<file path="config.mk">
export PLATFORM = sky130hd
export DESIGN_NAME = pcseq_top
export DESIGN_NICKNAME = d
export VERILOG_FILES = /design/src/rtl/pcseq_pkg.sv /design/src/rtl/pcseq_irq_arb.sv /design/src/rtl/pcseq_ret_stack.sv /design/src/rtl/pcseq_top.sv
export SDC_FILE = /design/constraint.sdc
export NUM_CORES = 1
export LEC_CHECK = 0
export BUFFER_PORTS_ARGS = -buffer_cell sky130_fd_sc_hd__buf_4
export CAP_MARGIN = 20
export CORE_MARGIN = 3
export CORE_UTILIZATION = 45
export DETAILED_ROUTE_END_ITERATION = 10
export PLACE_DENSITY = 0.74
export SLEW_MARGIN = 40
export SYNTH_ARGS = -nofsm -noshare
export SYNTH_HDL_FRONTEND = slang
export SYNTH_SLANG_ARGS = --single-unit
</file>
<file path="constraint.sdc">
create_clock -name clk_i -period 4.9 [get_ports clk_i]
set_input_delay 0.98 -clock clk_i [delete_from_list [all_inputs] [get_ports clk_i]]
set_output_delay 0.98 -clock clk_i [all_outputs]
set_load 0.02 [all_outputs]
</file>
<file path="src/rtl/pcseq_pkg.sv">
package pcseq_pkg;
  typedef enum logic [2:0] {
    OP_HOLD = 3'd0,
    OP_NEXT = 3'd1,
    OP_JUMP = 3'd2,
    OP_CALL = 3'd3,
    OP_RET  = 3'd4,
    OP_RETI = 3'd5
  } seq_op_e;
endpackage

</file>
<file path="src/rtl/pcseq_irq_arb.sv">
module pcseq_irq_arb #(
  parameter int N_SRC      = 3,
  parameter int PC_W       = 10,
  parameter int VEC_STRIDE = 4
) (
  input  logic             clk_i,
  input  logic             rst_ni,
  input  logic [N_SRC-1:0] req_i,
  input  logic [N_SRC-1:0] en_i,
  input  logic             gie_i,
  input  logic             block_i,
  output logic [N_SRC-1:0] pend_o,
  output logic [N_SRC-1:0] ack_vec_o,
  output logic             ack_o,
  output logic [PC_W-1:0]  vec_o
);
  logic [N_SRC-1:0] pend_q;
  logic [N_SRC-1:0] cand;
  logic [PC_W-1:0]  vec_tab [N_SRC];

  for (genvar g = 0; g < N_SRC; g++) begin : g_vec
    assign vec_tab[g] = PC_W'((g + 1) * VEC_STRIDE);
  end

  assign cand = pend_q & en_i & {N_SRC{gie_i & ~block_i}};

  // lowest index wins
  always_comb begin
    ack_vec_o = '0;
    vec_o     = '0;
    for (int i = N_SRC - 1; i >= 0; i--) begin
      if (cand[i]) begin
        ack_vec_o    = '0;
        ack_vec_o[i] = 1'b1;
        vec_o        = vec_tab[i];
      end
    end
  end

  assign ack_o = |cand;

  always_ff @(posedge clk_i or negedge rst_ni) begin
    if (!rst_ni) pend_q <= '0;
    else         pend_q <= (pend_q & ~ack_vec_o) | req_i;
  end

  assign pend_o = pend_q;
endmodule

</file>
<file path="src/rtl/pcseq_ret_stack.sv">
module pcseq_ret_stack #(
  parameter int DEPTH = 4,
  parameter int W     = 10
) (
  input  logic         clk_i,
  input  logic         rst_ni,
  input  logic         push_i,
  input  logic         pop_i,
  input  logic [W-1:0] data_i,
  output logic [W-1:0] top_o,
  output logic         full_o
);
  localparam int SP_W = $clog2(DEPTH + 1);

  logic [SP_W-1:0] sp_q;
  logic [W-1:0]    mem_q [DEPTH];

  assign full_o = (sp_q == SP_W'(DEPTH));

  always_ff @(posedge clk_i or negedge rst_ni) begin
    if (!rst_ni) begin
      sp_q <= '0;
      for (int i = 0; i < DEPTH; i++) mem_q[i] <= '0;
    end else if (push_i && !full_o) begin
      for (int i = 0; i < DEPTH; i++)
        if (sp_q == SP_W'(i)) mem_q[i] <= data_i;
      sp_q <= sp_q + 1'b1;
    end else if (pop_i && sp_q != '0) begin
      sp_q <= sp_q - 1'b1;
    end
  end

  // empty stack reads the bottom entry
  always_comb begin
    top_o = mem_q[0];
    for (int i = 0; i < DEPTH; i++)
      if (sp_q == SP_W'(i + 1)) top_o = mem_q[i];
  end
endmodule

</file>
<file path="src/rtl/pcseq_top.sv">
module pcseq_top
  import pcseq_pkg::*;
#(
  parameter int PC_W        = 10,
  parameter int STACK_DEPTH = 4,
  parameter int N_SRC       = 3,
  parameter int VEC_STRIDE  = 4
) (
  input  logic             clk_i,
  input  logic             rst_ni,
  input  logic [2:0]       op_i,
  input  logic [PC_W-1:0]  target_i,
  input  logic [N_SRC-1:0] irq_req_i,
  input  logic [N_SRC-1:0] irq_en_i,
  input  logic             gie_set_i,
  input  logic             gie_clr_i,
  output logic [PC_W-1:0]  pc_o,
  output logic             gie_o,
  output logic [N_SRC-1:0] pend_o,
  output logic             stack_ovf_o
);
  seq_op_e          op;
  logic [PC_W-1:0]  pc_q, pc_d, pc_inc, vec_w, top_w, push_data;
  logic [N_SRC-1:0] ack_vec_w;
  logic             ack_w, full_w, push_w, pop_w, gie_q, ovf_q;

  assign op     = seq_op_e'(op_i);
  assign pc_inc = pc_q + 1'b1;

  pcseq_irq_arb #(
    .N_SRC(N_SRC), .PC_W(PC_W), .VEC_STRIDE(VEC_STRIDE)
  ) u_arb (
    .clk_i    (clk_i),
    .rst_ni   (rst_ni),
    .req_i    (irq_req_i),
    .en_i     (irq_en_i),
    .gie_i    (gie_q),
    .block_i  (full_w),
    .pend_o   (pend_o),
    .ack_vec_o(ack_vec_w),
    .ack_o    (ack_w),
    .vec_o    (vec_w)
  );

  // interrupt replaces the instruction at pc_q: one stack op per cycle
  assign push_w    = ack_w || (op == OP_CALL);
  assign pop_w     = !ack_w && (op == OP_RET || op == OP_RETI);
  assign push_data = ack_w ? pc_q : pc_inc;

  pcseq_ret_stack #(
    .DEPTH(STACK_DEPTH), .W(PC_W)
  ) u_stack (
    .clk_i (clk_i),
    .rst_ni(rst_ni),
    .push_i(push_w),
    .pop_i (pop_w),
    .data_i(push_data),
    .top_o (top_w),
    .full_o(full_w)
  );

  always_comb begin
    if (ack_w) pc_d = vec_w;
    else begin
      unique case (op)
        OP_NEXT:          pc_d = pc_inc;
        OP_JUMP, OP_CALL: pc_d = target_i;
        OP_RET, OP_RETI:  pc_d = top_w;
        default:          pc_d = pc_q;
      endcase
    end
  end

  always_ff @(posedge clk_i or negedge rst_ni) begin
    if (!rst_ni) begin
      pc_q  <= '0;
      gie_q <= 1'b0;
      ovf_q <= 1'b0;
    end else begin
      pc_q  <= pc_d;
      ovf_q <= push_w && full_w && !ack_w;
      if (ack_w)                           gie_q <= 1'b0;
      else if (op == OP_RETI || gie_set_i) gie_q <= 1'b1;
      else if (gie_clr_i)                  gie_q <= 1'b0;
    end
  end

  assign pc_o        = pc_q;
  assign gie_o       = gie_q;
  assign stack_ovf_o = ovf_q;
endmodule

</file>
Word-level counts from Yosys, hierarchy flattened

Cells that the tools add are included.

Output and inout bits: 15
Flip-flop bits (word level): 58
Bits in latches: 0
Memories: 0
Memory bits (writable): 0
Logic and storage cells: 67
Bits in read-only memories: 0
Bits of input ports: 23

Multipliers: 0
Bitwise logic cells: 7
Reduce and logical (&&, ||, !) cells: 22
Shift-type cells: 0
Order comparisons: 0
Equality and inequality tests: 9
Div/mod/pow operators: 0
Add/subtract/negate cells: 3
Multiplexer cells: 17

Operators by type and width:

| cell                                                               | count |
|---|---|
| 10-bit two-way mux                                                 | 5 |
| 10-bit one-hot mux with 3 select lines                             | 1 |
| 3-bit two-way mux                                                  | 5 |
| 3-bit by 2-bit == test with 1-bit output, second input constant    | 4 |
| 4-bit two-way mux                                                  | 3 |
| 10-bit by 1-bit adder with 10-bit output, second input constant    | 1 |
| 3-bit bitwise AND                                                  | 3 |
| 3-bit == test, second input constant                               | 3 |
| 2-bit AND reduction                                                | 4 |
| 3-bit by 1-bit == test with 1-bit output, second input constant    | 2 |
| 3-bit nonzero test                                                 | 2 |
| 1-bit logical AND                                                  | 5 |
| 4-bit nonzero test                                                 | 1 |
| 2-bit OR reduction                                                 | 2 |
| 3-bit by 1-bit adder with 3-bit output, second input constant      | 1 |
| 3-bit logical NOT                                                  | 1 |
| 1-bit logical OR                                                   | 3 |
| 1-bit two-way mux                                                  | 3 |
| 3-bit inverter                                                     | 1 |
| 3-bit bitwise OR                                                   | 1 |
| 3-bit OR reduction                                                 | 1 |
| 3-bit by 1-bit subtractor with 3-bit output, second input constant | 1 |
| 1-bit logical NOT                                                  | 2 |
| 2-bit nonzero test                                                 | 1 |
| other kinds (2)                                                    | 2 |

Longest topological paths before layout

Gate-level depths: netlist (run 1).

Depth after elaboration: 10
Gate-level depth with buffers: 9
Mapped depth without buffers: 7

Hierarchy

A second synthesis (run 1) with hierarchy kept.

Cells, all modules: 333
Area total of the unflattened synthesis: 3552.2 µm²

By module, submodules not included:

| module          | cells each | instances | area each (µm²) | sequential area each (µm²) |
|---|---|---|---|---|
| pcseq_ret_stack | 164        | 1         | 2182.1          | 1076.0 |
| pcseq_top       | 137        | 1         | 1084.8          | 300.3 |
| pcseq_irq_arb   | 32         | 1         | 285.3           | 75.1 |

Least setup slack after synthesis (run 1)

No wires, ideal clock.

Kind: input to register
From: input port op_i[1]
To: register pc_q[8], in the netlist pc_o[8]
Arrival: 2092 ps
Stages on the path: 5
Buffers on the path: 1
Required time: 4823 ps
Setup time: 77 ps
Slack: 2730 ps
Path through: or3b_1 -> buf_2 -> o41ai_1 -> o22ai_1 -> a21oi_1

Longest elaborated chain between the ends: 4
Elaborated cells on any way between the ends: 10
Classes of those cells: eq/ne: 5; mux: 2; reduce/logical: 3

Ends and longest elaborated chain:

| element                                                                          | RTL line        | RTL |
|---|---|---|
| start: declaration                                                               | pcseq_top.sv:11 | `input logic [2:0] op_i,` |
| 3-bit == test / 3-bit by 2-bit == test with 1-bit output (equally long branches) | pcseq_top.sv:65 | `unique case (op)` |
| 2-bit OR reduction                                                               | pcseq_top.sv:65 |  |
| 10-bit one-hot mux with 3 select lines                                           | pcseq_top.sv:65 |  |
| 10-bit two-way mux                                                               | pcseq_top.sv:63 | `if (ack_w) pc_d = vec_w;` |
| end signal: assignment                                                           | pcseq_top.sv:80 | `pc_q <= pc_d;` |
| end: declaration                                                                 | pcseq_top.sv:23 | `logic [PC_W-1:0] pc_q, pc_d, pc_inc, vec_w, top_w, push_data;` |

Several ways; a longest one is shown, not always the timed one.
A chain may end at the register's enable or synchronous reset.

Worst setup path after layout (run 1)

From: register u_stack.sp_q[1]
To: register u_stack.mem_q[7] in the netlist's numbering

Longest elaborated chain between the ends: 8
Elaborated cells on any way between the ends: 11
Classes of those cells: eq/ne: 2; mux: 1; bitwise: 3; reduce/logical: 5

Ends and longest elaborated chain:

| element                              | RTL line              | RTL |
|---|---|---|
| start: declaration                   | pcseq_ret_stack.sv:15 | `logic [SP_W-1:0] sp_q;` |
| start signal: assignment             | pcseq_ret_stack.sv:27 | `sp_q <= sp_q + 1'b1;` |
| start signal: assignment             | pcseq_ret_stack.sv:29 | `sp_q <= sp_q - 1'b1;` |
| 3-bit == test                        | pcseq_ret_stack.sv:18 | `assign full_o = (sp_q == SP_W'(DEPTH));` |
| 1-bit inverter                       | pcseq_irq_arb.sv:25   | `assign cand = pend_q & en_i & {N_SRC{gie_i & ~block_i}};` |
| 1-bit bitwise AND                    | pcseq_irq_arb.sv:25   |  |
| 3-bit bitwise AND                    | pcseq_irq_arb.sv:25   |  |
| 3-bit OR reduction                   | pcseq_irq_arb.sv:40   | `assign ack_o = \|cand;` |
| 1-bit logical OR                     | pcseq_top.sv:46       | `assign push_w = ack_w \|\| (op == OP_CALL);` |
| 1-bit logical AND                    | pcseq_ret_stack.sv:24 | `end else if (push_i && !full_o) begin` |
| 2-bit AND reduction (no source line) | -                     |  |
| end signal: indexed assignment       | pcseq_ret_stack.sv:26 | `if (sp_q == SP_W'(i)) mem_q[i] <= data_i;` |
| end: declaration                     | pcseq_ret_stack.sv:16 | `logic [W-1:0] mem_q [DEPTH];` |

Several ways; a longest one is shown, not always the timed one.

==> metrics, run 1 <==
YS warnings 0; Core Region 6910 sq um; #FFs+latches synth 58; Crit path required time 5.17 ns; Arr. time, crit path 2.98 ns; adder-cell share of the synthesized area 3.44%; Post-Synth Simple-Gate Area 18.6%; CTS Hold Bufs 0; PD cells 668 nW/um^2; number of diodes 0; CP Max Fanout 19; number of I/O pins 38; Clock transition at path regs 0.07 ns; Die Wd 91.3 um; VDD IR max 0.303 mV; post-cts resize count 0; Hold Path Depth 2; crit start category flip-flop; Num CTS Buffers 9; fmax 369 MHz; Initial Util 47.4%; minimum clock period 2.71 ns; Worst Tran Pin Value 0.749 ns; Unique masters post-synth 52; drt wl/cell 16.9 um; Finish-stage setup viols 0; DRT Pass-1 Iters 4; Slew Viols, Final 0; most numerous cell in the Yosys netlist a21oi_1; syn avg cell area 9.19 sq um; initial drt markers 228; Finished Layout Cells 484; post-CTS setup buffers 0; ANT nets after route 0; Synth top area share 44.3%; register area share after synthesis 44.3%; status finished, final reports clean; drt total wl 8200 um; reg-to-reg slack, setup 2.19 ns; Final period util 55.3%; placed cells 466; Port Buf Inserts 37; root buf cell clkbuf_8; initial antenna violation count 0; Clock Skews 0.0122 ns; Setup crit end kind flip-flop; clock tree sinks 58; Hold EP u_stack.mem_q[23]; fin nets 415; Max Cap Viol 0; share of layout cells above drive strength 1 18.0%; Placement Setup Slack 2.21 ns; CTS tree done; largest area contributor in the netlist dfrtp_1; global-route wire length before repair 13900 um; crit-path cells inv_1 -> ha_1 -> nand2_2 -> nand4_4 -> a31oi_1 -> buf_4 -> nor2_1 -> a21oi_1; xor and xnor fraction of the mapped netlist area 4.78%; Worst Hold Launch u_stack.mem_q[23]; Hold Crit Class reg -> reg; Post-synth top flop dfrtp_1; top post-synthesis cells by count a21oi_1, dfrtp_1, nor2_1; Max stage delay cell, worst path a31oi_1; Worst-Skew Late Latency 0.34 ns; H-tree Lvls 3; syn_nets 388; Post-Synthesis Cells 356; top cells by area, synth dfrtp_1, a21oi_1, nor2_1; RSZ-0062 raised after global routing no; R2R cell count 8; clock tree buffer depth 2; Synth Cell Area 3270 sq um; DIE HEIGHT 91.3 um; leak pwr 1.58 nW; mux share of post-synthesis cell area 3.90%; Post-synth EDFFs 0; Vias 2785; Vias/cell 5.75; compound-cell area share of the yosys netlist 20.3%; worst setup margin 2.19 ns; DRC 0; Worst slew margin 49.8%; Critical R2R Capture u_stack.mem_q[7]; number of global-route vias before repair 2830; post-route setup TNS 0 ns; main combinational cell family by area after synthesis compound AO/OA/AOI/OAI gates; post-detail-place hpwl 5620 um; largest net degree at the start of global routing 59; Die ar. 8330 sq um; GRT overflow 0; Final Hold Viols 0; origin of the critical flop-to-flop path u_stack.sp_q[1]; crit path kind reg -> reg; FP Rows 30; share of flip-flops with an asynchronous set or reset 100%; area delta synth->final 16.5%; Placer Congestion 0.928; Hold Slack 0.529 ns; CP peak stage delay 0.67 ns; Tot GR Track Use 21.0%
worst max-delay path, delay by kind of cell, from the launching register on:
family	cells	cell delay, ns
AOI/OAI and AO/OA	2	0.79
adders and majority gates	1	0.30
DFF	1	0.43
buffers and inverters	2	0.43
and+or+nand+nor	3	0.69
power breakdown:
| group | total, mW | internal [mW] | switching (mW) |
|---|---|---|---|
| registers | 0.927 | 0.715 | 0.212 |
| logic | 1.14 | 0.463 | 0.681 |
| clock network | 0.478 | 0.286 | 0.193 |
| total | 2.55 | 1.46 | 1.09 |
metal layers:
layer | global-route usage, % | share of wire [%] | up-vias
met5 | 0 | 0 | -
met4 | 5.40 | 1.3 | 0
met3 | 5.72 | 5.3 | 12
met2 | 34.2 | 50 | 97
met1 | 27.6 | 43 | 1347
li1 | - | - | 1329
layout by cell type, fill, tap and decap left out, types with 2 or more instances in the layout:
cell type	synthesis	final
a21oi_1	63	63
dfrtp_1	58	58
nor2_1	51	51
buf_4	4	41
nand2_1	19	19
nand3_1	11	11
nand4_1	10	10
xor2_1	9	9
ha_1	9	9
clkbuf_8	0	9
inv_1	8	8
and3_1	8	8
mux2i_1	8	8
o21ai_0	8	8
xnor2_1	7	7
a221oi_1	7	7
nor3_1	5	5
a21o_1	4	4
a31oi_1	4	4
nand2b_1	4	4
mux2_2	3	3
o211ai_1	3	3
a311oi_4	0	2
nand4b_1	2	2
a211oi_1	2	2
clkinv_2	0	2
bufinv_16	0	2
clkbuf_1	9	2
stage by stage:
stage          total power [mW]  area (sq um)  utilization, %
2_1_floorplan              1.73          3270               -
3_3_place_gp               2.01          3560            51.6
3_5_place_dp               2.06          3590            52.0
4_1_cts                    2.55          3800            55.0
5_1_grt                    2.74          3810            55.2
6_report                   2.55          3810            55.2
how the worst max path moves through the flow:
stage / from / end / slack [ns] / cells after the start
final: u_stack.sp_q[1] / u_stack.mem_q[7] / 2.19 / 8
after global routing: u_stack.sp_q[0] / u_stack.mem_q[6] / 1.92 / 8
after floorplan: op_i[1] / pc_o[8] / 2.73 / 5
after CTS: u_stack.sp_q[0] / u_stack.mem_q[7] / 2.21 / 8
after global placement: op_i[2] / u_stack.mem_q[21] / 2.09 / 5
after detailed placement: u_stack.sp_q[0] / u_stack.mem_q[7] / 2.21 / 8
flip-flops by register name, indices dropped and copies added, names as in the netlist:
| signal | count |
|---|---|
| u_stack.mem_q | 40 |
| u_stack.sp_q | 3 |
| pc_o | 10 |
| u_arb.pend_o | 3 |
| stack_ovf_o | 1 |
| gie_o | 1 |
cell families after synthesis:
family,count (synthesis)
fa+ha+maj,9
mux,12
simple gates,121
buf+inv,33
flops,58
compound gates,106
xor+xnor,17
final cells by class:
type,instances,area (sq um)
clock buffers,11,131
clock inverters,5,78.8
fillers,628,3090
inverters,8,30.0
multi-input cells,265,1690
flip-flops and latches,58,1450
well taps,96,120
repair buffers,41,308
(Power assumes the default switching activity.)
==> inputs of run 2 (changes only) <==
- ABC_AREA: not set -> 1
- PLACE_DENSITY: 0.74 -> 0.76
- clock period: 4.9 -> 2.3 ns (I/O delays scaled with it)
==> metrics, run 2 <==
status finished, final reports clean; clock tree sinks 58 (unchanged); Clk network pwr share 16.5% (-2.3 points); Area after DPL 3790 sq um (+5.6%); share of layout cells above drive strength 1 15.2% (-2.8 points); RSZ-0062 raised after global routing no; Final period util 89.7% (+34 points); area delta synth->final 15.0%; largest area contributor in the netlist dfrtp_1; register area share after synthesis 42.0% (-2.3 points); Psw 2.46 mW (+130%); clock tree buffer depth 2 (unchanged); Final Hold Viols 0 (unchanged); main combinational cell family by area after synthesis simple AND/OR/NAND/NOR gates; post-route setup TNS 0 ns (unchanged); VDD IR max 0.718 mV (+140%); Combinational Power Share 49.5% (+4.6 points); syn_nets 502 (+29%); YS warnings 0 (unchanged); Initial Util 47.1% (-0.30 points); reg-to-reg slack, setup 0.24 ns (-1.95 ns); GRT overflow 0 (unchanged); syn avg cell area 7.34 sq um (-20%); #FFs+latches synth 58 (unchanged); fin nets 540 (+30%); ANT nets after route 0 (unchanged); origin of the critical flop-to-flop path u_stack.sp_q[0]; # fillers 703 (+12%); adder-cell share of the synthesized area 3.26% (-0.18 points); Die Wd 93.6 um (+2.5%); drt total wl 8040 um (-1.9%); compound-cell area share of the yosys netlist 12.1% (-8.2 points); Clock transition at path regs 0.06 ns (about the same); PD cells 1330 nW/um^2 (+99%); Tot GR Track Use 19.9% (-1.1 points); crit-path cells inv_1 -> ha_1 -> nand2_4 -> nand2_4 -> nor2_4 -> nor2_8 -> nand2_8 -> nand2_2 -> inv_2 -> nand2_1 -> o21ai_0; Synth top area share 42.0% (-2.3 points); Post-Synth Simple-Gate Area 31.9% (+13 points); number of I/O pins 38 (unchanged); Crit path required time 2.52 ns (-2.65 ns); initial antenna violation count 0 (unchanged); top cells by area, synth dfrtp_1, nand2_1, inv_1; CTS tree done; minimum clock period 2.06 ns (-0.649 ns); Worst-Skew Late Latency 0.34 ns (about the same); CP Max Fanout 19 (unchanged); Worst Tran Pin Value 0.729 ns (-0.0202 ns); CP peak stage delay 0.41 ns (-0.26 ns); Finish-stage setup viols 0 (unchanged); Die ar. 8760 sq um (+5.1%); Slew Viols, Final 0 (unchanged); Port Buf Inserts 37 (unchanged); DRT Pass-1 Iters 5 (+1); fmax 485 MHz (+31%); Max stage delay cell, worst path dfrtp_1; max reg flops 40 (unchanged); Setup crit end kind flip-flop; sequential power share 33.9% (-2.5 points); Post-synth EDFFs 0 (unchanged); mux share of post-synthesis cell area 0% (-3.9 points); placed cells 596 (+28%); Finished Layout Cells 612 (+26%); leak pwr 2.11 nW (+34%); Clock Skews 0.00668 ns (-0.00547 ns); top post-synthesis cells by count nand2_1, dfrtp_1, inv_1; root buf cell clkbuf_8; global-route wire length before repair 13600 um (-2.1%); Synth Cell Area 3450 sq um (+5.5%); final design area excluding fillers 3970 sq um (+4.1%); FP Rows 31 (+3.3%); post-cts resize count 0 (unchanged); Placer Congestion 0.840 (-9.5%); CTS Hold Bufs 0 (unchanged); most numerous cell in the Yosys netlist nand2_1; number of diodes 0 (unchanged); Most common cell on crit path nand2_4; H-tree Lvls 3 (unchanged); Num CTS Buffers 9 (unchanged); Core Region 7330 sq um (+6.1%); Hold Crit Class in -> async; commonest cells after routing, fill and taps aside nand2_1, dfrtp_1, inv_1, buf_4, o21ai_0; Internal Dissipation 2.83 mW (+93%); R2R cell count 11 (+3); commonest non-fill, non-tap cell in the layout nand2_1; register bank with the most flops u_stack.mem_q; DRC 0 (unchanged); post-CTS setup buffers 0 (unchanged); Post-Synthesis Cells 470 (+32%); drt wl/cell 13.1 um (-22%); DIE HEIGHT 93.6 um (+2.5%); number of global-route vias before repair 2728 (-3.6%); initial drt markers 224 (-1.8%); Arr. time, crit path 2.28 ns (-0.70 ns); share of flip-flops with an asynchronous set or reset 100% (unchanged); xor and xnor fraction of the mapped netlist area 1.52% (-3.3 points); Vias/cell 5.00 (-13%); crit start category flip-flop; Vias 3057 (+9.8%); Crit. Startpoint u_stack.sp_q[0]; largest net degree at the start of global routing 59 (unchanged); Post-synth top flop dfrtp_1; Max Cap Viol 0 (unchanged); Worst slew margin 51.4% (+1.6 points); switching share of power 46.5% (+4.0 points); Unique masters post-synth 31 (-40%); post-detail-place hpwl 5810 um (+3.5%); crit path kind reg -> reg
## run 2: cell count changes in the layout (fill, tap and decap cells not counted), moves of 7 or more
cell,before,now
nand2_1,19,168
a21oi_1,63,18
and3_1,8,0
nand3_1,11,30
nor2_1,51,33
a221oi_1,7,0
nand4_1,10,3
o21ai_0,8,39
inv_1,8,54
mux2i_1,8,0
## run 2: final timing paths
kind                                          end
max in group asynchronous        u_stack.mem_q[6]
worst min-delay path            u_stack.mem_q[32]
worst max-delay path            u_stack.mem_q[34]
worst min register to register  u_stack.mem_q[37]
worst max register to register  u_stack.mem_q[34]
min in group clk_i                u_arb.pend_o[1]
## run 2: worst max-delay path, delay by kind of cell, from the launching register on
family / cells / cell delay [ns]
AO/OA/AOI/OAI: 1 / 0.08
flip-flops: 1 / 0.41
buffers and inverters: 2 / 0.25
AND/OR/NAND/NOR: 7 / 0.97
adder cells (fa/ha/maj): 1 / 0.23
## run 2: final cells by class
type	count	area (sq um)	area share (%)
flip-flops and latches	58	1450	36.5
clock inverters	2	10.0	0.252
clock buffers	14	173	4.35
repair buffers	42	315	7.94
inverters	57	214	5.39
multi-input cells	340	1680	42.4
well taps	99	124	3.12
## run 2: cells by family after synthesis
kind of cell	count (synthesis)
and+or+nand+nor	250
adders and majority gates	9
DFF	58
buffers and inverters	72
xor gates and xnor gates	6
AOI/OAI and AO/OA	75
## run 2: stage by stage
stage	power (mW)	util [%]	worst slack, ns	hold slack [ns]
detailed placement	4.41	51.7	0.242	0.473
finish	5.28	54.2	0.237	0.190
floorplan	3.65	-	0.562	0.164
global route	5.76	54.2	0.0292	0.226
CTS	5.30	54.2	0.223	0.206
global placement	4.34	51.7	0.315	0.466
## run 2: layer usage
metal	share of wire, %	GRT usage (%)	vias up
li1	-	-	1549
met1	48	28.4	1401
met2	43	29.2	96
met3	6.6	5.07	11
met4	1.7	7.10	0
met5	0	0	-
## run 2: power by group through the flow
stage          logic [mW]  registers, mW  clock network [mW]
6_report             2.62           1.79               0.873
5_1_grt              2.96           1.85               0.946
4_1_cts              2.62           1.79               0.889
3_5_place_dp         2.61           1.80                   0
3_3_place_gp         2.56           1.78                   0
2_1_floorplan        1.84           1.82                   0
==> inputs of run 3 (changes only) <==
- GPL_ROUTABILITY_DRIVEN: not set -> 0
- PLACE_DENSITY: 0.76 -> 0.74
- clock period: 2.3 -> 2.2 ns (I/O delays scaled with it)
==> metrics, run 3 (synthesis results as in run 2) <==
Num CTS Buffers 9 (unchanged); Port Buf Inserts 37 (unchanged); GRT overflow 0 (unchanged); drt total wl 7870 um (-2.0%); commonest cells after routing, fill and taps aside nand2_1, dfrtp_1, inv_1, buf_4, o21ai_0; number of diodes 0 (unchanged); PD cells 1380 nW/um^2 (+3.4%); sequential power share 33.6% (-0.3 points); Final Hold Viols 0 (unchanged); area delta synth->final 15.1% (about the same); post-route setup TNS 0 ns (unchanged); Clock Skews 0.00526 ns (-0.00142 ns); VDD IR max 0.810 mV (+13%); minimum clock period 2.01 ns (-0.0485 ns); register bank with the most flops u_stack.mem_q; leak pwr 2.12 nW (+0.21%); root buf cell clkbuf_8; Die ar. 8760 sq um (unchanged); crit path kind reg -> reg; Die Wd 93.6 um (unchanged); Tot GR Track Use 19.4% (-0.47 points); register area 1450 sq um (unchanged); fin nets 542 (+0.37%); initial antenna violation count 0 (unchanged); Clk network pwr share 15.8% (-0.7 points); Max Cap Viol 0 (unchanged); H-tree Lvls 3 (unchanged); DRC 0 (unchanged); clock tree sinks 58 (unchanged); Vias/cell 4.95 (-0.98%); clock tree buffer depth 2 (unchanged); Setup crit end kind flip-flop; Core Region 7330 sq um (unchanged); DIE HEIGHT 93.6 um (unchanged); Vias 3037 (-0.65%); status finished, final reports clean; post-CTS setup buffers 0 (unchanged); largest net degree at the start of global routing 59 (unchanged); drt wl/cell 12.8 um (-2.4%); Final period util 91.6% (+1.9 points); FP Rows 31 (unchanged); origin of the critical flop-to-flop path u_stack.sp_q[0]; CTS Hold Bufs 0 (unchanged); initial drt markers 254 (+13%); ANT nets after route 0 (unchanged); Combinational Power Share 50.7% (+1.2 points); crit start category flip-flop; max reg flops 40 (unchanged); global-route wire length before repair 13300 um (-1.8%); CTS tree done; Internal Dissipation 2.90 mW (+2.7%); multi-input logic area 1680 sq um (unchanged); Hold Crit Class in -> async; Crit path required time 2.43 ns (-0.09 ns); CP Max Fanout 19 (unchanged); switching share of power 47.0% (+0.43 points); Worst slew margin 51.6% (+0.24 points); Finish-stage setup viols 0 (unchanged); Hold Slack 0.146 ns (-0.0437 ns); fmax 496 MHz (+2.4%); post-cts resize count 0 (unchanged); number of global-route vias before repair 2858 (+4.8%); Psw 2.57 mW (+4.5%); DRT Pass-1 Iters 4 (-1); Initial Util 47.1% (unchanged); Arr. time, crit path 2.24 ns (-0.04 ns); post-detail-place hpwl 5770 um (-0.81%); Crit. Startpoint u_stack.sp_q[0]; Worst-Skew Late Latency 0.34 ns (about the same); Worst Tran Pin Value 0.726 ns (-0.00356 ns); Clock transition at path regs 0.07 ns (about the same); Slew Viols, Final 0 (unchanged); RSZ-0062 raised after global routing no; number of I/O pins 38 (unchanged); share of layout cells above drive strength 1 15.9% (+0.72 points); commonest non-fill, non-tap cell in the layout nand2_1; # fillers 689 (-2.0%)
-- run 3: changes by cell type in the layout (fill, tap and decap cells not counted), sizes merged --
cell,change
clkbuf,-4
clkinv,+3
buf,+2
clkinvlp,+1
-- run 3: layer usage --
| metal | track usage (%) | routed length [um] | vias up |
|---|---|---|---|
| li1 | - | - | 1553 |
| met1 | 27.3 | 3720 | 1390 |
| met2 | 29.2 | 3510 | 80 |
| met3 | 3.22 | 477 | 14 |
| met4 | 9.03 | 166 | 0 |
| met5 | 0 | 0 | - |
-- run 3: final cells by class --
class                      instances  area share (%)
clock buffer                      10            3.46
clock inverter                     6           0.819
inverter                          57            5.38
multi-input combinational        340            42.4
sequential                        58            36.5
tap                               99            3.12
timing repair buffer              44            8.31
-- run 3: power by group through the flow --
stage / clock network (mW) / registers (mW) / logic [mW]
2_1_floorplan: 0 / 1.90 / 1.92
3_3_place_gp: 0 / 1.84 / 2.70
3_5_place_dp: 0 / 1.85 / 2.75
4_1_cts: 0.880 / 1.84 / 2.77
5_1_grt: 0.925 / 1.90 / 3.14
6_report: 0.862 / 1.84 / 2.77
-- run 3: critical path: stages, from the launching register on --
cell,delay [ns]
dfrtp_1,0.41
inv_1,0.13
ha_1,0.23
nand2_4,0.07
nand2_4,0.10
nor2_4,0.06
nor2_8,0.32
nand2_8,0.13
nand2_4,0.17
inv_1,0.12
nand2_1,0.08
o21ai_1,0.06
-- run 3: metrics by stage --
stage          cell area (sq um)  setup WS (ns)  total power, mW  instances  util, %
5_1_grt                     3970        0.00627             5.96        614     54.2
2_1_floorplan               3450          0.462             3.82        470        -
3_5_place_dp                3800          0.202             4.61        598     51.9
3_3_place_gp                3800          0.272             4.53        598     51.9
4_1_cts                     3970          0.176             5.49        614     54.2
6_report                    3970          0.186             5.47        614     54.2
-- run 3: path summary, 6_finish.rpt --
check,endpoint,slack [ns],cells after the start
setup / recovery,u_stack.mem_q[13],0.19,11
hold / removal,u_stack.mem_q[33],0.15,1
setup reg to reg,u_stack.mem_q[13],0.19,11
hold reg to reg,u_stack.mem_q[39],0.48,2
max in group asynchronous,u_stack.mem_q[8],1.57,1
min in group clk_i,u_arb.pend_o[0],0.27,2
